==> src/rtl/spiq_pkg.sv <==
package spiq_pkg;

    typedef enum logic [1:0] {
        ST_IDLE  = 2'd0,
        ST_FETCH = 2'd1,
        ST_SHIFT = 2'd2,
        ST_GAP   = 2'd3
    } seq_state_t;

    // Per-entry command: bit6 delay select, bit5 length select, bit4 hold, [3:0] cs code
    typedef struct packed {
        logic       own_dly;
        logic       own_len;
        logic       hold_cs;
        logic [3:0] cs_code;
    } entry_cmd_t;

    localparam int CMD_W = 7;

    // Host address regions (addr[5:4])
    localparam logic [1:0] RG_TX  = 2'd0;
    localparam logic [1:0] RG_RX  = 2'd1;
    localparam logic [1:0] RG_CMD = 2'd2;
    localparam logic [1:0] RG_CFG = 2'd3;

    // Configuration register indices (addr[3:0] in RG_CFG)
    localparam logic [3:0] CF_LEN   = 4'd0;
    localparam logic [3:0] CF_DLY   = 4'd1;
    localparam logic [3:0] CF_START = 4'd2;
    localparam logic [3:0] CF_END   = 4'd3;
    localparam logic [3:0] CF_PTR   = 4'd4;
    localparam logic [3:0] CF_MODE  = 4'd5;

endpackage

==> src/rtl/spiq_store.sv <==
module spiq_store
    import spiq_pkg::*;
#(
    parameter int DEPTH = 16,
    parameter int DW    = 16,
    localparam int IW   = $clog2(DEPTH)
) (
    input  logic          clk,
    input  logic          rst_n,
    input  logic          tx_we,
    input  logic          cmd_we,
    input  logic [IW-1:0] host_idx,
    input  logic [DW-1:0] host_wdata,
    input  entry_cmd_t    host_cmd_wdata,
    output logic [DW-1:0] host_tx,
    output logic [DW-1:0] host_rx,
    output entry_cmd_t    host_cmd,
    input  logic [IW-1:0] eng_idx,
    output logic [DW-1:0] eng_tx,
    output entry_cmd_t    eng_cmd,
    input  logic          rx_we,
    input  logic [DW-1:0] rx_data
);

    logic [DW-1:0] tx_q  [DEPTH];
    logic [DW-1:0] rx_q  [DEPTH];
    entry_cmd_t    cmd_q [DEPTH];

    always_ff @(posedge clk or negedge rst_n) begin
        if (!rst_n) begin
            for (int i = 0; i < DEPTH; i++) begin
                tx_q[i]  <= '0;
                rx_q[i]  <= '0;
                cmd_q[i] <= '0;
            end
        end else begin
            if (tx_we)  tx_q[host_idx]  <= host_wdata;
            if (cmd_we) cmd_q[host_idx] <= host_cmd_wdata;
            if (rx_we)  rx_q[eng_idx]   <= rx_data;
        end
    end

    assign host_tx  = tx_q[host_idx];
    assign host_rx  = rx_q[host_idx];
    assign host_cmd = cmd_q[host_idx];
    assign eng_tx   = tx_q[eng_idx];
    assign eng_cmd  = cmd_q[eng_idx];

endmodule

==> src/rtl/spiq_shifter.sv <==
module spiq_shifter #(
    parameter int DW       = 16,
    parameter int SCK_HALF = 2,
    parameter int MIN_LEN  = 8,
    localparam int LEN_W   = $clog2(DW + 1),
    localparam int HC_W    = (SCK_HALF > 1) ? $clog2(SCK_HALF) : 1
) (
    input  logic             clk,
    input  logic             rst_n,
    input  logic             start,
    input  logic [LEN_W-1:0] nbits,
    input  logic [DW-1:0]    tx_word,
    input  logic             miso,
    output logic             sck,
    output logic             mosi,
    output logic [DW-1:0]    rx_word,
    output logic             busy,
    output logic             done_p
);

    logic [HC_W-1:0]  hcnt;
    logic [LEN_W-1:0] left;
    logic [DW-1:0]    sh;
    logic [DW-1:0]    rx;
    logic             sck_q;
    logic             busy_q;
    logic             half_end;

    generate
        if (SCK_HALF == 1) begin : g_single
            assign half_end = 1'b1;
        end else begin : g_multi
            assign half_end = (hcnt == HC_W'(SCK_HALF - 1));
        end
    endgenerate

    assign done_p = busy_q && half_end && sck_q && (left == LEN_W'(1));

    always_ff @(posedge clk or negedge rst_n) begin
        if (!rst_n) begin
            hcnt   <= '0;
            left   <= '0;
            sh     <= '0;
            rx     <= '0;
            sck_q  <= 1'b0;
            busy_q <= 1'b0;
        end else if (start) begin
            hcnt   <= '0;
            left   <= nbits;
            sh     <= tx_word << (DW - int'(nbits));
            rx     <= '0;
            sck_q  <= 1'b0;
            busy_q <= 1'b1;
        end else if (busy_q) begin
            if (half_end) begin
                hcnt  <= '0;
                sck_q <= ~sck_q;
                if (!sck_q) begin
                    rx <= {rx[DW-2:0], miso};
                end else begin
                    sh   <= sh << 1;
                    left <= left - LEN_W'(1);
                    if (left == LEN_W'(1)) busy_q <= 1'b0;
                end
            end else begin
                hcnt <= hcnt + HC_W'(1);
            end
        end
    end

    assign sck     = sck_q;
    assign mosi    = sh[DW-1];
    assign rx_word = rx;
    assign busy    = busy_q;

    // every launched word has a legal length
    a_r3_len_legal: assert property (@(posedge clk) disable iff (!rst_n)
        start |-> (nbits >= LEN_W'(MIN_LEN) && nbits <= LEN_W'(DW)));

    // serial clock rests low whenever no word is being shifted
    a_r4_sck_idle: assert property (@(posedge clk) disable iff (!rst_n)
        !busy_q |-> !sck_q);

    // a word ends only on a falling serial clock edge
    a_r4_end_on_fall: assert property (@(posedge clk) disable iff (!rst_n)
        done_p |=> (!sck_q && !busy_q));

endmodule

==> src/rtl/spiq_ctrl.sv <==
module spiq_ctrl
    import spiq_pkg::*;
#(
    parameter int DEPTH    = 16,
    parameter int DW       = 16,
    parameter int DLY_W    = 14,
    parameter int PAUSE    = 17,
    parameter int DEF_DLY  = 17,
    parameter int MIN_LEN  = 8,
    localparam int IW      = $clog2(DEPTH),
    localparam int LEN_W   = $clog2(DW + 1)
) (
    input  logic             clk,
    input  logic             rst_n,
    input  logic             go,
    input  logic [IW-1:0]    start_ptr,
    input  logic [IW-1:0]    end_ptr,
    input  logic             wrap_en,
    input  logic [LEN_W-1:0] len_cfg,
    input  logic [DLY_W-1:0] dly_cfg,
    input  logic             ptr_we,
    input  logic [IW-1:0]    ptr_wdata,
    input  entry_cmd_t       eng_cmd,
    input  logic             sh_done,
    output logic [IW-1:0]    cur_ptr,
    output logic             sh_start,
    output logic [LEN_W-1:0] sh_nbits,
    output logic             rx_we,
    output logic [3:0]       cs_n,
    output logic             done,
    output logic             busy
);

    seq_state_t       state_q, state_d;
    logic [IW-1:0]    ptr_q;
    logic             pend_v;
    logic [IW-1:0]    pend_ptr;
    logic [DLY_W-1:0] gap_cnt;
    logic             hold_q;
    logic             own_dly_q;
    logic [3:0]       cs_q;
    logic             done_q;
    logic             gap_end;
    logic             at_last;
    logic             keep_cs;

    assign gap_end = (state_q == ST_GAP) && (gap_cnt == DLY_W'(1));
    assign at_last = !pend_v && !ptr_we && (ptr_q == end_ptr) && !wrap_en;
    assign keep_cs = hold_q && !at_last;

    // Next-state logic: GO, ISSUE, XFER_DONE, NEXT, FINISH
    always_comb begin
        state_d = state_q;
        unique case (state_q)
            ST_IDLE:  if (go) state_d = ST_FETCH;
            ST_FETCH: state_d = ST_SHIFT;
            ST_SHIFT: if (sh_done) state_d = ST_GAP;
            ST_GAP:   if (gap_end) state_d = at_last ? ST_IDLE : ST_FETCH;
            default:  state_d = ST_IDLE;
        endcase
    end

    // State register
    always_ff @(posedge clk or negedge rst_n) begin
        if (!rst_n) state_q <= ST_IDLE;
        else        state_q <= state_d;
    end

    // Registered outputs, pointer and gap timer
    always_ff @(posedge clk or negedge rst_n) begin
        if (!rst_n) begin
            ptr_q     <= '0;
            pend_v    <= 1'b0;
            pend_ptr  <= '0;
            gap_cnt   <= '0;
            hold_q    <= 1'b0;
            own_dly_q <= 1'b0;
            cs_q      <= 4'hF;
            done_q    <= 1'b0;
        end else begin
            unique case (state_q)
                ST_IDLE: begin
                    cs_q <= 4'hF;
                    if (go) begin
                        ptr_q  <= start_ptr;
                        done_q <= 1'b0;
                        pend_v <= 1'b0;
                    end else if (ptr_we) begin
                        ptr_q <= ptr_wdata;
                    end
                end
                ST_FETCH: begin
                    cs_q      <= eng_cmd.cs_code;
                    hold_q    <= eng_cmd.hold_cs;
                    own_dly_q <= eng_cmd.own_dly;
                    if (ptr_we) begin
                        pend_v   <= 1'b1;
                        pend_ptr <= ptr_wdata;
                    end
                end
                ST_SHIFT: begin
                    if (ptr_we) begin
                        pend_v   <= 1'b1;
                        pend_ptr <= ptr_wdata;
                    end
                    if (sh_done) begin
                        if (keep_cs) begin
                            gap_cnt <= DLY_W'(PAUSE);
                        end else begin
                            cs_q    <= 4'hF;
                            gap_cnt <= own_dly_q ? dly_cfg : DLY_W'(DEF_DLY);
                        end
                    end
                end
                ST_GAP: begin
                    gap_cnt <= gap_cnt - DLY_W'(1);
                    if (gap_end) begin
                        pend_v <= 1'b0;
                        if (ptr_we)                  ptr_q <= ptr_wdata;
                        else if (pend_v)             ptr_q <= pend_ptr;
                        else if (ptr_q != end_ptr)   ptr_q <= ptr_q + IW'(1);
                        else if (wrap_en)            ptr_q <= start_ptr;
                        if (at_last) begin
                            done_q <= 1'b1;
                            cs_q   <= 4'hF;
                        end
                    end else if (ptr_we) begin
                        pend_v   <= 1'b1;
                        pend_ptr <= ptr_wdata;
                    end
                end
                default: cs_q <= 4'hF;
            endcase
        end
    end

    assign cur_ptr  = ptr_q;
    assign sh_start = (state_q == ST_FETCH);
    assign sh_nbits = eng_cmd.own_len ? len_cfg : LEN_W'(MIN_LEN);
    assign rx_we    = (state_q == ST_SHIFT) && sh_done;
    assign cs_n     = cs_q;
    assign done     = done_q;
    assign busy     = (state_q != ST_IDLE);

    // no chip-select code is presented while idle
    a_r2_cs_idle: assert property (@(posedge clk) disable iff (!rst_n)
        (state_q == ST_IDLE) |-> (cs_q == 4'hF));

    // an undisturbed, non-final entry steps the pointer by one
    a_r5_ptr_step: assert property (@(posedge clk) disable iff (!rst_n)
        (gap_end && !pend_v && !ptr_we && ptr_q != end_ptr)
        |=> (ptr_q == IW'($past(ptr_q) + IW'(1))));

    // the chip-select code does not move during a gap
    a_r7_gap_cs_stable: assert property (@(posedge clk) disable iff (!rst_n)
        (state_q == ST_GAP && $past(state_q) == ST_GAP) |-> $stable(cs_q));

    // done rises only at the end of a gap
    a_r8_done_source: assert property (@(posedge clk) disable iff (!rst_n)
        $rose(done_q) |-> ($past(state_q) == ST_GAP && state_q == ST_IDLE));

endmodule

==> src/rtl/spiq_master.sv <==
module spiq_master
    import spiq_pkg::*;
#(
    parameter int DEPTH    = 16,
    parameter int DW       = 16,
    parameter int DLY_W    = 14,
    parameter int SCK_HALF = 2,
    parameter int PAUSE    = 17,
    parameter int DEF_DLY  = 17,
    parameter int MIN_LEN  = 8,
    localparam int IW      = $clog2(DEPTH),
    localparam int LEN_W   = $clog2(DW + 1),
    localparam int AW      = IW + 2
) (
    input  logic          clk,
    input  logic          rst_n,
    input  logic          host_we,
    input  logic [AW-1:0] host_addr,
    input  logic [DW-1:0] host_wdata,
    output logic [DW-1:0] host_rdata,
    input  logic          go,
    output logic          done,
    output logic          busy,
    output logic          sck,
    output logic          mosi,
    input  logic          miso,
    output logic [3:0]    cs_n
);

    logic [1:0]       region;
    logic [IW-1:0]    idx;
    logic [LEN_W-1:0] len_cfg;
    logic [DLY_W-1:0] dly_cfg;
    logic [IW-1:0]    start_ptr;
    logic [IW-1:0]    end_ptr;
    logic             wrap_en;
    logic             cfg_we;
    logic             ptr_we;
    logic [DW-1:0]    host_tx, host_rx;
    entry_cmd_t       host_cmd, eng_cmd;
    logic [DW-1:0]    eng_tx;
    logic [IW-1:0]    cur_ptr;
    logic             sh_start, sh_done, sh_busy, rx_we;
    logic [LEN_W-1:0] sh_nbits;
    logic [DW-1:0]    rx_word;

    assign region = host_addr[AW-1:AW-2];
    assign idx    = host_addr[IW-1:0];
    assign cfg_we = host_we && (region == RG_CFG);
    assign ptr_we = cfg_we && (idx == IW'(CF_PTR));

    // Configuration registers with length and delay clamping
    always_ff @(posedge clk or negedge rst_n) begin
        if (!rst_n) begin
            len_cfg   <= LEN_W'(MIN_LEN);
            dly_cfg   <= DLY_W'(DEF_DLY);
            start_ptr <= '0;
            end_ptr   <= '0;
            wrap_en   <= 1'b0;
        end else if (cfg_we) begin
            unique case (idx)
                IW'(CF_LEN): begin
                    if (host_wdata < DW'(MIN_LEN))  len_cfg <= LEN_W'(MIN_LEN);
                    else if (host_wdata > DW'(DW))  len_cfg <= LEN_W'(DW);
                    else                            len_cfg <= host_wdata[LEN_W-1:0];
                end
                IW'(CF_DLY):   dly_cfg   <= (host_wdata[DLY_W-1:0] == '0) ? DLY_W'(1)
                                                                           : host_wdata[DLY_W-1:0];
                IW'(CF_START): start_ptr <= host_wdata[IW-1:0];
                IW'(CF_END):   end_ptr   <= host_wdata[IW-1:0];
                IW'(CF_MODE):  wrap_en   <= host_wdata[0];
                default: ;
            endcase
        end
    end

    always_comb begin
        host_rdata = '0;
        unique case (region)
            RG_TX:  host_rdata = host_tx;
            RG_RX:  host_rdata = host_rx;
            RG_CMD: host_rdata = DW'(host_cmd);
            RG_CFG: begin
                unique case (idx)
                    IW'(CF_LEN):   host_rdata = DW'(len_cfg);
                    IW'(CF_DLY):   host_rdata = DW'(dly_cfg);
                    IW'(CF_START): host_rdata = DW'(start_ptr);
                    IW'(CF_END):   host_rdata = DW'(end_ptr);
                    IW'(CF_PTR):   host_rdata = DW'(cur_ptr);
                    IW'(CF_MODE):  host_rdata = DW'(wrap_en);
                    default:       host_rdata = '0;
                endcase
            end
            default: host_rdata = '0;
        endcase
    end

    spiq_store #(.DEPTH(DEPTH), .DW(DW)) store_i (
        .clk            (clk),
        .rst_n          (rst_n),
        .tx_we          (host_we && region == RG_TX),
        .cmd_we         (host_we && region == RG_CMD),
        .host_idx       (idx),
        .host_wdata     (host_wdata),
        .host_cmd_wdata (entry_cmd_t'(host_wdata[CMD_W-1:0])),
        .host_tx        (host_tx),
        .host_rx        (host_rx),
        .host_cmd       (host_cmd),
        .eng_idx        (cur_ptr),
        .eng_tx         (eng_tx),
        .eng_cmd        (eng_cmd),
        .rx_we          (rx_we),
        .rx_data        (rx_word)
    );

    spiq_ctrl #(
        .DEPTH(DEPTH), .DW(DW), .DLY_W(DLY_W), .PAUSE(PAUSE),
        .DEF_DLY(DEF_DLY), .MIN_LEN(MIN_LEN)
    ) ctrl_i (
        .clk       (clk),
        .rst_n     (rst_n),
        .go        (go),
        .start_ptr (start_ptr),
        .end_ptr   (end_ptr),
        .wrap_en   (wrap_en),
        .len_cfg   (len_cfg),
        .dly_cfg   (dly_cfg),
        .ptr_we    (ptr_we),
        .ptr_wdata (host_wdata[IW-1:0]),
        .eng_cmd   (eng_cmd),
        .sh_done   (sh_done),
        .cur_ptr   (cur_ptr),
        .sh_start  (sh_start),
        .sh_nbits  (sh_nbits),
        .rx_we     (rx_we),
        .cs_n      (cs_n),
        .done      (done),
        .busy      (busy)
    );

    spiq_shifter #(.DW(DW), .SCK_HALF(SCK_HALF), .MIN_LEN(MIN_LEN)) shift_i (
        .clk     (clk),
        .rst_n   (rst_n),
        .start   (sh_start),
        .nbits   (sh_nbits),
        .tx_word (eng_tx),
        .miso    (miso),
        .sck     (sck),
        .mosi    (mosi),
        .rx_word (rx_word),
        .busy    (sh_busy),
        .done_p  (sh_done)
    );

    // the serial clock only toggles while the control is in SHIFT
    a_r4_sck_in_shift: assert property (@(posedge clk) disable iff (!rst_n)
        sck |-> sh_busy);

    // no word shifts while the chip-select code is released
    a_r6_shift_needs_cs: assert property (@(posedge clk) disable iff (!rst_n)
        (sck && cs_n == 4'hF) |-> busy);

endmodule

==> config.mk <==
export PLATFORM = sky130hd
export DESIGN_NAME = spiq_master
export DESIGN_NICKNAME = d
export VERILOG_FILES = /design/src/rtl/spiq_pkg.sv /design/src/rtl/spiq_store.sv /design/src/rtl/spiq_shifter.sv /design/src/rtl/spiq_ctrl.sv /design/src/rtl/spiq_master.sv
export SDC_FILE = /design/constraint.sdc
export NUM_CORES = 1
export LEC_CHECK = 0
export BUFFER_PORTS_ARGS = -buffer_cell sky130_fd_sc_hd__clkbuf_2
export CAP_MARGIN = 0
export CORE_UTILIZATION = 40
export DETAILED_ROUTE_END_ITERATION = 8
export GPL_TIMING_DRIVEN = 0
export PLACE_DENSITY_LB_ADDON = 0.1
export REMOVE_ABC_BUFFERS = 1
export SLEW_MARGIN = 40
export SYNTH_ARGS = -nofsm -noshare
export SYNTH_HDL_FRONTEND = slang
export SYNTH_SLANG_ARGS = --single-unit
==> constraint.sdc <==
create_clock -name clk -period 3.4 [get_ports clk]
set_input_delay 0.34 -clock clk [delete_from_list [all_inputs] [get_ports clk]]
set_output_delay 0.34 -clock clk [all_outputs]
set_load 0.01 [all_outputs]
==> results of run 1 <==
## critical path, stage by stage, from the launching register on
cell and delay (ns):
dfrtp_4 0.49, buf_12 0.14, buf_16 0.13, mux4_2 0.42, o22ai_4 0.15, a211oi_4 0.21, inv_2 0.08, ha_4 0.19
inv_2 0.05, a311oi_2 0.03, a221o_2 0.47, or2_4 0.32, buf_6 0.14, nor2_4 0.16, nand3_1 0.09, a41oi_1 0.21
## Yosys cell counts, types with 11 or more instances
| cell type | count |
|---|---|
| a32oi_1 | 11 |
| clkbuf_1 | 144 |
| buf_2 | 41 |
| ha_1 | 14 |
| nand3_1 | 30 |
| o21ai_0 | 50 |
| nor2_1 | 81 |
| nor2b_1 | 15 |
| inv_1 | 31 |
| nand2_1 | 90 |
| o22ai_1 | 14 |
| dfrtp_1 | 717 |
| mux2i_1 | 43 |
| mux2_2 | 660 |
| mux4_2 | 295 |
| a21oi_1 | 37 |
| nor3_1 | 22 |
| a22oi_1 | 25 |
| a22o_1 | 19 |
| buf_1 | 34 |
| a31oi_1 | 11 |
## flip-flops by register name, summed over array words and instances (netlist names)
name and flops:
ctrl_i.cur_ptr 4, wrap_en 1, ctrl_i.done 1, store_i.rx_q 256
store_i.cmd_q 112, ctrl_i.pend_v 1, shift_i.sh 16, ctrl_i.hold_q 1
end_ptr 4, ctrl_i.gap_cnt 14, ctrl_i.cs_n 4, shift_i.rx_word 16
shift_i.sck 1, ctrl_i.pend_ptr 4, shift_i.half_end 1, ctrl_i.state_q 2
shift_i.left 5, len_cfg 5, store_i.tx_q 256, ctrl_i.own_dly_q 1
start_ptr 4, dly_cfg 14, shift_i.busy 1
## metal layers
metal,global-route usage,vias up,routed length [um],part of all wire
li1,-,9708,-,-
met1,0.3226,12440,47580,0.43
met2,0.3837,588,52710,0.48
met3,0.05274,198,6160,0.056
met4,0.07512,4,3302,0.030
met5,0,-,29,0.00026
## cell families after synthesis
family / share of synthesized area
flops: 0.4900
compound gates: 0.04326
buf+inv: 0.02838
mux: 0.3930
fa+ha+maj: 0.004736
simple gates: 0.03728
xor+xnor: 0.003315
## how the worst max path moves through the flow
stage / endpoint / slack [ns] / cells past startpoint
detailed placement: shift_i.sh[15] / -1.63 / 13
global route: shift_i.sh[12] / -0.11 / 15
CTS: shift_i.sh[13] / 0.01 / 14
finish: shift_i.sh[12] / -0.002 / 15
global placement: store_i.rx_q[44] / -14.94 / 1
floorplan: shift_i.sh[12] / -4.20 / 11
## stage by stage
step           hold WS [ns]  area [um2]  instances
2_1_floorplan       0.04441       36060       2308
3_3_place_gp         0.4733       37790       3544
3_5_place_dp         0.3544       39260       3601
4_1_cts              0.1610       42590       3778
5_1_grt              0.2114       42830       3787
6_report             0.2002       42830       3787
## cell type report
cell class	count	area [um2]	area share
multi-input cells	1553	18430	0.4303
flip-flops and latches	724	18140	0.4235
clock buffers	130	2521	0.05886
repair buffers	140	1914	0.04470
well taps	1186	1484	0.03465
clock inverters	21	215.2	0.005025
inverters	32	121.4	0.002834
diodes	1	2.502	0.00005842
## repair_timing
action | 4_1_cts | 5_1_grt
cloned | 8 | 0
hold buffers | 2 | 0
buffers inserted | 17 | 8
gates resized for setup | 41 | 30
pin swaps | 14 | 14
setup endpoints to repair | 145 | 62
hold endpoints to repair | 52 | 0
## report_power, final
group          internal, uW  switching (uW)
sequential             9580             836
combinational          3510            4180
clock                  5320            3710
total                 18400            8730
==> results.json, run 1 <==
{
  "slew_headroom": 0.3824,
  "initial_utilization": 0.4035,
  "leakage_uw": 0.01919,
  "wl_per_cell_um": 28.99,
  "synth_area_leader_cell": "dfrtp_1",
  "worst_slack_ns": -0.001632,
  "viasPerCell": 6.057,
  "worst_slew_pin_slew_ns": 0.9263,
  "worstHoldPathCells": 3,
  "p_total_uw": 27150,
  "drc": 0,
  "nets": 2577,
  "final_util": 0.4673,
  "yosysUniqueCellTypes": 73,
  "startpoint": "ctrl_i.cur_ptr[1]",
  "ys_seq_elements": 724,
  "first_iter_violations": 1491,
  "worstHoldStart": "go",
  "fin_tns_setup_ns": -0.001632,
  "root_buffer": "clkbuf_16",
  "powerDensity_nw_per_um2": 633.9,
  "grt_start_max_net_pins": 71,
  "reg2reg_depth": 15,
  "io_buffers": 50,
  "dieWidth_um": 306.1,
  "synth_top_cell_area_share": 0.4851,
  "arrival_ns": 3.95,
  "final_cell_mix": "713 x dfrtp_1, 659 x mux2_2, 295 x mux4_2",
  "row_count": 111,
  "gp_congestion": 0.8253,
  "die_h_um": 306.1,
  "ant_nets": 0,
  "cp-end-kind": "flip-flop",
  "skew_ns": 0.03206,
  "synth_area_leaders": "dfrtp_1 49%, mux2_2 20%, mux4_2 18%",
  "hpwl_mm": 69.57,
  "start_kind": "flip-flop",
  "min_path_type": "input port to flip-flop",
  "path_max_fanout": 7,
  "ios": 51,
  "dr.pass1.iters": 7,
  "r2r-start": "ctrl_i.cur_ptr[1]",
  "finalSetupViolCount": 1,
  "violations": "negative setup slack",
  "outcome": "finished, violations left",
  "cts_tree": "yes",
  "cp.required_ns": 3.95,
  "ys.flop_type": "dfrtp_1",
  "insertion_delay_ns": 0.66,
  "async_reset_ff_frac": 1.000,
  "hold_path_end": "ctrl_i.done",
  "fillCellCount": 7951,
  "irDropWorstVdd_mv": 0.4271,
  "postSynthCellCount": 2533,
  "grt_pass1_vias": 24241,
  "vias": 22938,
  "dp_slack_ns": -1.630,
  "worst_r2r_endpoint": "shift_i.sh[12]",
  "yosysSeqAreaShare": 0.4900,
  "areaGrowthSynthToFinish_pct": 15.79,
  "grt_pass1_wl_mm": 164.6,
  "grt_usage": 0.2387,
  "synth_edf_count": 0,
  "ys_warn_count": 0,
  "core_um2": 91660,
  "synth_area_um2": 36990,
  "drive_gt1_frac": 0.5165,
  "die_area_um2": 93690,
  "finalCritPeriodShare": 1.000,
  "clock_sinks": 724,
  "rsz0062_at_grt": "yes",
  "cts_buffers": 85,
  "synth_area_per_cell_um2": 14.60,
  "grt-ovfl-total": 0,
  "htreeDepth": 3,
  "final_common_cell": "dfrtp_1",
  "drv_cap": 0,
  "clkTransAtPathRegs_ns": 0.06,
  "finalHoldViolCount": 0,
  "final_max_slew_viol_count": 0,
  "antenna_found_initial": 3,
  "r2r_slack_ns": -0.002,
  "min_period_ns": 3.402,
  "ctsLongestPathBuffers": 3,
  "crit_type": "flip-flop to flip-flop",
  "routed_wl_mm": 109.8,
  "fmax_mhz": 294.0
}
No activity file was read; power rests on OpenSTA's default activity.
==> run 2, diff against run 1 <==
--- a/config.mk
+++ b/config.mk
@@ -5,6 +5,7 @@
 export SDC_FILE = /design/constraint.sdc
 export NUM_CORES = 1
 export LEC_CHECK = 0
+export ABC_AREA = 1
 export BUFFER_PORTS_ARGS = -buffer_cell sky130_fd_sc_hd__clkbuf_2
 export CAP_MARGIN = 0
 export CORE_UTILIZATION = 40
@@ -12,6 +13,7 @@
 export GPL_TIMING_DRIVEN = 0
 export PLACE_DENSITY_LB_ADDON = 0.1
 export REMOVE_ABC_BUFFERS = 1
+export SKIP_LAST_GASP = 1
 export SLEW_MARGIN = 40
 export SYNTH_ARGS = -nofsm -noshare
 export SYNTH_HDL_FRONTEND = slang
==> results.json, run 2 <==
{
  "outcome": "finished, violations left",
  "violations": "negative setup slack",
  "cts_tree": "yes",
  "worst_slew_pin_slew_ns": 0.8684,
  "root_buffer": "clkbuf_16",
  "drv_cap": 0,
  "final_max_slew_viol_count": 0,
  "nets": 4166,
  "p_total_uw": 29850,
  "insertion_delay_ns": 0.65,
  "clkTransAtPathRegs_ns": 0.05,
  "grt_pass1_vias": 30067,
  "synth_area_leader_cell": "dfrtp_1",
  "ant_nets": 0,
  "wl_per_cell_um": 24.02,
  "cp_cell_sequence": "clkbuf_2, nand2_4, inv_12, buf_16, a22oi_1, a21oi_1, o41a_1, nor2_1, o221ai_1, clkbuf_2",
  "final_util": 0.4680,
  "worst_slack_ns": -0.03421,
  "grt_pass1_wl_mm": 195.1,
  "fin_tns_setup_ns": -0.03421,
  "ctsLongestPathBuffers": 3,
  "finalInstanceArea_um2": 40670,
  "htreeDepth": 3,
  "yosysMostFrequentCell": "nand2_1",
  "synth_area_leaders": "dfrtp_1 51%, nand2_1 12%, o21ai_0 11%",
  "leakage_uw": 0.01741,
  "final_cell_mix": "1,076 x nand2_1, 775 x o21ai_0, 713 x dfrtp_1",
  "final_common_cell": "nand2_1",
  "start_kind": "input port",
  "core_um2": 86890,
  "cp-end-kind": "output port",
  "routed_wl_mm": 128.3,
  "synth_area_um2": 35150,
  "fmax_mhz": 291.2,
  "slew_headroom": 0.4189,
  "irDropWorstVdd_mv": 0.4391,
  "drc": 0,
  "antenna_found_initial": 2,
  "ios": 51,
  "die_h_um": 298.5,
  "finalHoldViolCount": 0,
  "ys_seq_elements": 724,
  "crit_type": "input port to output port",
  "path_max_fanout": 67,
  "drive_gt1_frac": 0.09269,
  "place_area_um2": 37350,
  "die_area_um2": 89070,
  "fin_hold_ws_ns": 0.05921,
  "grt_usage": 0.2869,
  "min_path_type": "input port to flip-flop",
  "yosys-top-cells-count": "1,114 x nand2_1, 775 x o21ai_0, 717 x dfrtp_1",
  "row_count": 108,
  "viasPerCell": 5.884,
  "dieWidth_um": 298.5,
  "powerDensity_nw_per_um2": 734.1,
  "yosysUniqueCellTypes": 54,
  "dr.pass1.iters": 6,
  "io_buffers": 50,
  "yosysSeqAreaShare": 0.5156,
  "min_period_ns": 3.434,
  "reg_top3": "store_i.rx_q (256), store_i.tx_q (256), store_i.cmd_q (112)",
  "crit_top_cell": "clkbuf_2",
  "async_reset_ff_frac": 1.000,
  "postSynthCellCount": 4246,
  "slowest_stage": "o41a_1",
  "first_iter_violations": 3204,
  "vias": 31434,
  "gp_congestion": 0.8521,
  "clock_sinks": 724,
  "cp.required_ns": 3.06,
  "worst_path_largest_cell_delay_ns": 0.53,
  "grt-ovfl-total": 0,
  "cts_buffers": 85,
  "synth_area_per_cell_um2": 8.279,
  "synth_edf_count": 0,
  "finalSetupViolCount": 1,
  "skew_ns": 0.02792,
  "ys_warn_count": 0,
  "hpwl_mm": 77.22,
  "finalCritPeriodShare": 1.010,
  "synth_top_cell_area_share": 0.5104,
  "ys.flop_type": "dfrtp_1",
  "areaGrowthSynthToFinish_pct": 15.68,
  "grt_start_max_net_pins": 75,
  "rsz0062_at_grt": "yes",
  "arrival_ns": 3.09,
  "initial_utilization": 0.4046
}
run 2: cells by family after synthesis:
family                     after synthesis  synth area share
AOI/OAI and AO/OA                     1544            0.2554
and+or+nand+nor                       1454            0.1647
DFF                                    724            0.5156
buffers and inverters                  496           0.05552
adders and majority gates               14          0.004983
xor gates and xnor gates                10          0.002492
muxes                                    4          0.001281
run 2: path summary, 6_finish.rpt:
check | from | end | slack (ns) | depth (start not counted)
setup / recovery | host_addr[1] | host_rdata[2] | -0.03 | 10
hold / removal | host_wdata[6] | store_i.cmd_q[111] | 0.06 | 3
setup reg to reg | ctrl_i.cur_ptr[0] | shift_i.sh[15] | 0.09 | 15
hold reg to reg | store_i.rx_q[86] | store_i.rx_q[86] | 0.48 | 2
max in group asynchronous | rst_n | store_i.cmd_q[71] | 1.56 | 6
min in group asynchronous | rst_n | store_i.tx_q[137] | 0.18 | 2
run 2: worst max-delay path, delay by kind of cell:
kind,cells,cell delay [ns]
AOI/OAI and AO/OA,4,1.29
buffers and inverters,4,0.86
and+or+nand+nor,2,0.54
run 2: cell type report:
cell class                      count  area [um2]
Clock inverter                     15       198.9
Timing Repair Buffer              135        2039
Tap cell                         1155        1445
Antenna cell                        1       2.502
Sequential cell                   724       18140
Clock buffer                      133        2530
Fill cell                        8368       46220
Inverter                          153       658.1
Multi-Input combinational cell   3026       15660
run 2: through the flow:
step,cells,setup slack [ns]
floorplan,3903,-4.395
global placement,5108,-16.27
detailed placement,5174,-0.8410
CTS,5336,-0.01027
global route,5342,-0.04324
finish,5342,-0.03421
run 2: what timing repair did:
| item | CTS | global route |
|---|---|---|
| setup buffers | 9 | 3 |
| endpoints found under the setup margin | 78 | 56 |
| endpoints found under the hold margin | 88 | 0 |
| resized for setup | 27 | 25 |
| pin swaps | 2 | 3 |
| hold buffers | 2 | 0 |
| cloned | 3 | 1 |
run 2: layer usage:
layer | up-vias | global-route usage | share of wire
met3 | 248 | 0.03337 | 0.064
met1 | 15510 | 0.3967 | 0.44
met2 | 1190 | 0.4585 | 0.46
met5 | - | 0 | 0
met4 | 0 | 0.1172 | 0.041
li1 | 14486 | - | -
run 2: power by group:
group	internal, uW	switching (uW)	leakage [uW]
clock	5260	3760	0.00134
combinational	3410	6990	0.00636
sequential	9610	804	0.00971
total	18300	11600	0.0174
==> run 3, diff against run 2 <==
--- a/config.mk
+++ b/config.mk
@@ -8,7 +8,7 @@
 export ABC_AREA = 1
 export BUFFER_PORTS_ARGS = -buffer_cell sky130_fd_sc_hd__clkbuf_2
 export CAP_MARGIN = 0
-export CORE_UTILIZATION = 40
+export CORE_UTILIZATION = 50
 export DETAILED_ROUTE_END_ITERATION = 8
 export GPL_TIMING_DRIVEN = 0
 export PLACE_DENSITY_LB_ADDON = 0.1
==> results.json, run 3 (synthesis gave the netlist of run 2 again) <==
{
  "final_util": 0.5797,
  "drive_gt1_frac": 0.08995,
  "grt_start_max_net_pins": 94,
  "start_kind": "input port",
  "irDropWorstVdd_mv": 0.4934,
  "grt_usage": 0.3377,
  "final_max_slew_viol_count": 0,
  "die_h_um": 267.2,
  "cts_buffers": 81,
  "sequentialPowerShare": 0.349,
  "antenna_found_initial": 1,
  "fin_hold_ws_ns": 0.04960,
  "drc": 0,
  "dp_slack_ns": -0.9920,
  "grt_pass1_wl_mm": 183.5,
  "ctsLongestPathBuffers": 3,
  "stdcell_count": 5111,
  "grt-ovfl-total": 0,
  "skew_ns": 0.02210,
  "place_area_um2": 36820,
  "routed_wl_mm": 121.2,
  "finalHoldViolCount": 0,
  "clkTransAtPathRegs_ns": 0.06,
  "final_cell_mix": "1,077 x nand2_1, 775 x o21ai_0, 713 x dfrtp_1",
  "areaGrowthSynthToFinish_pct": 13.90,
  "cts_tree": "yes",
  "cp.required_ns": 3.06,
  "finalCritPeriodShare": 1.005,
  "p_int_uw": 18500,
  "cp-end-kind": "output port",
  "vias": 31683,
  "path_max_fanout": 61,
  "dieWidth_um": 267.2,
  "p_sw_uw": 11390,
  "hpwl_mm": 71.91,
  "clock_sinks": 724,
  "worst_slack_ns": -0.01673,
  "htreeDepth": 3,
  "initial_utilization": 0.5090,
  "arrival_ns": 3.08,
  "insertion_delay_ns": 0.64,
  "first_iter_violations": 4159,
  "p_comb_frac": 0.345,
  "finalInstanceArea_um2": 40040,
  "dr.pass1.iters": 7,
  "post-place-cells": 4944,
  "crit_type": "input port to output port",
  "finalSetupViolCount": 1,
  "worstHoldStart": "host_wdata[0]",
  "io_buffers": 50,
  "p_sw_frac": 0.3809,
  "r2r-start": "ctrl_i.cur_ptr[1]",
  "viasPerCell": 6.199,
  "ant_nets": 0,
  "wl_per_cell_um": 23.72,
  "final_common_cell": "nand2_1",
  "startpoint": "host_addr[0]",
  "powerDensity_nw_per_um2": 746.5,
  "die_area_um2": 71370,
  "nets": 4160,
  "core_um2": 69070,
  "slew_headroom": 0.3852,
  "min_path_type": "input port to flip-flop",
  "row_count": 96,
  "violations": "negative setup slack",
  "ios": 51,
  "rsz0062_at_grt": "yes",
  "fmax_mhz": 292.7,
  "leakage_uw": 0.01714,
  "clkPwrFrac": 0.306,
  "root_buffer": "clkbuf_16",
  "grt_pass1_vias": 29572,
  "outcome": "finished, violations left",
  "diodes": 0,
  "reg_top3": "store_i.rx_q (256), store_i.tx_q (256), store_i.cmd_q (112)",
  "worst_slew_pin_slew_ns": 0.9200,
  "min_period_ns": 3.417,
  "gp_congestion": 0.8734,
  "drv_cap": 0
}
==> run 3: changes by cell type in the layout (fill, tap and decap cells not counted), sizes merged <==
| cell | before | now |
|---|---|---|
| inv | 149 | 151 |
| diode | 1 | 0 |
| bufinv | 2 | 6 |
| buf | 79 | 77 |
| clkbuf | 184 | 176 |
| clkinv | 15 | 16 |
| bufbuf | 3 | 0 |
==> run 3: final timing paths <==
path | endpoint | slack, ns | cells past startpoint
max | host_rdata[4] | -0.02 | 12
min | dly_cfg[0] | 0.05 | 3
max reg2reg | shift_i.sh[14] | 0.14 | 15
min reg2reg | store_i.rx_q[149] | 0.48 | 2
max in group asynchronous | store_i.cmd_q[42] | 1.13 | 8
min in group asynchronous | store_i.tx_q[142] | 0.29 | 3
==> run 3: worst max-delay path: stages <==
cell	delay, ns
clkbuf_2	0.16
inv_1	0.11
nand2_2	0.25
inv_8	0.16
buf_16	0.27
a22oi_1	0.19
o221ai_1	0.18
nand2_1	0.10
a41oi_1	0.19
a21oi_1	0.58
o221ai_1	0.32
clkbuf_2	0.20
==> run 3: stage by stage <==
stage	power, uW	setup TNS (ns)
after global routing	31350	-0.01528
after global placement	18990	-
after CTS	29410	0
after detailed placement	19910	-32.31
after floorplan	16310	-1533.80
final	29890	-0.01673
==> run 3: power by group through the flow <==
stage	clock network (uW)	logic (uW)	registers (uW)
2_1_floorplan	0	5790	10500
3_3_place_gp	0	8140	10800
3_5_place_dp	0	9330	10600
4_1_cts	9240	9790	10400
5_1_grt	9570	11200	10500
6_report	9140	10300	10400
==> run 3: timing repair <==
item                                   CTS  global route
cloned                                   0             4
setup endpoints to repair               94           132
resized for setup                       17            17
pin swaps                                0             3
hold buffers                             2             0
buffers inserted                         9             8
endpoints found under the hold margin   56             0
==> run 3: layer usage <==
layer	vias up	global-route usage	part of all wire
met1	15467	0.4613	0.42
met2	1475	0.5248	0.45
li1	14482	-	-
met3	259	0.06078	0.085
met4	0	0.1514	0.045
met5	-	0	0
==> run 3: area by class of cell <==
class,instances,area [um2]
clock buffer,122,2445
clock inverter,22,312.8
fill,6187,29030
inverter,153,626.9
multi-input combinational,3026,15500
sequential,724,18140
tap,931,1165
timing repair buffer,133,1858
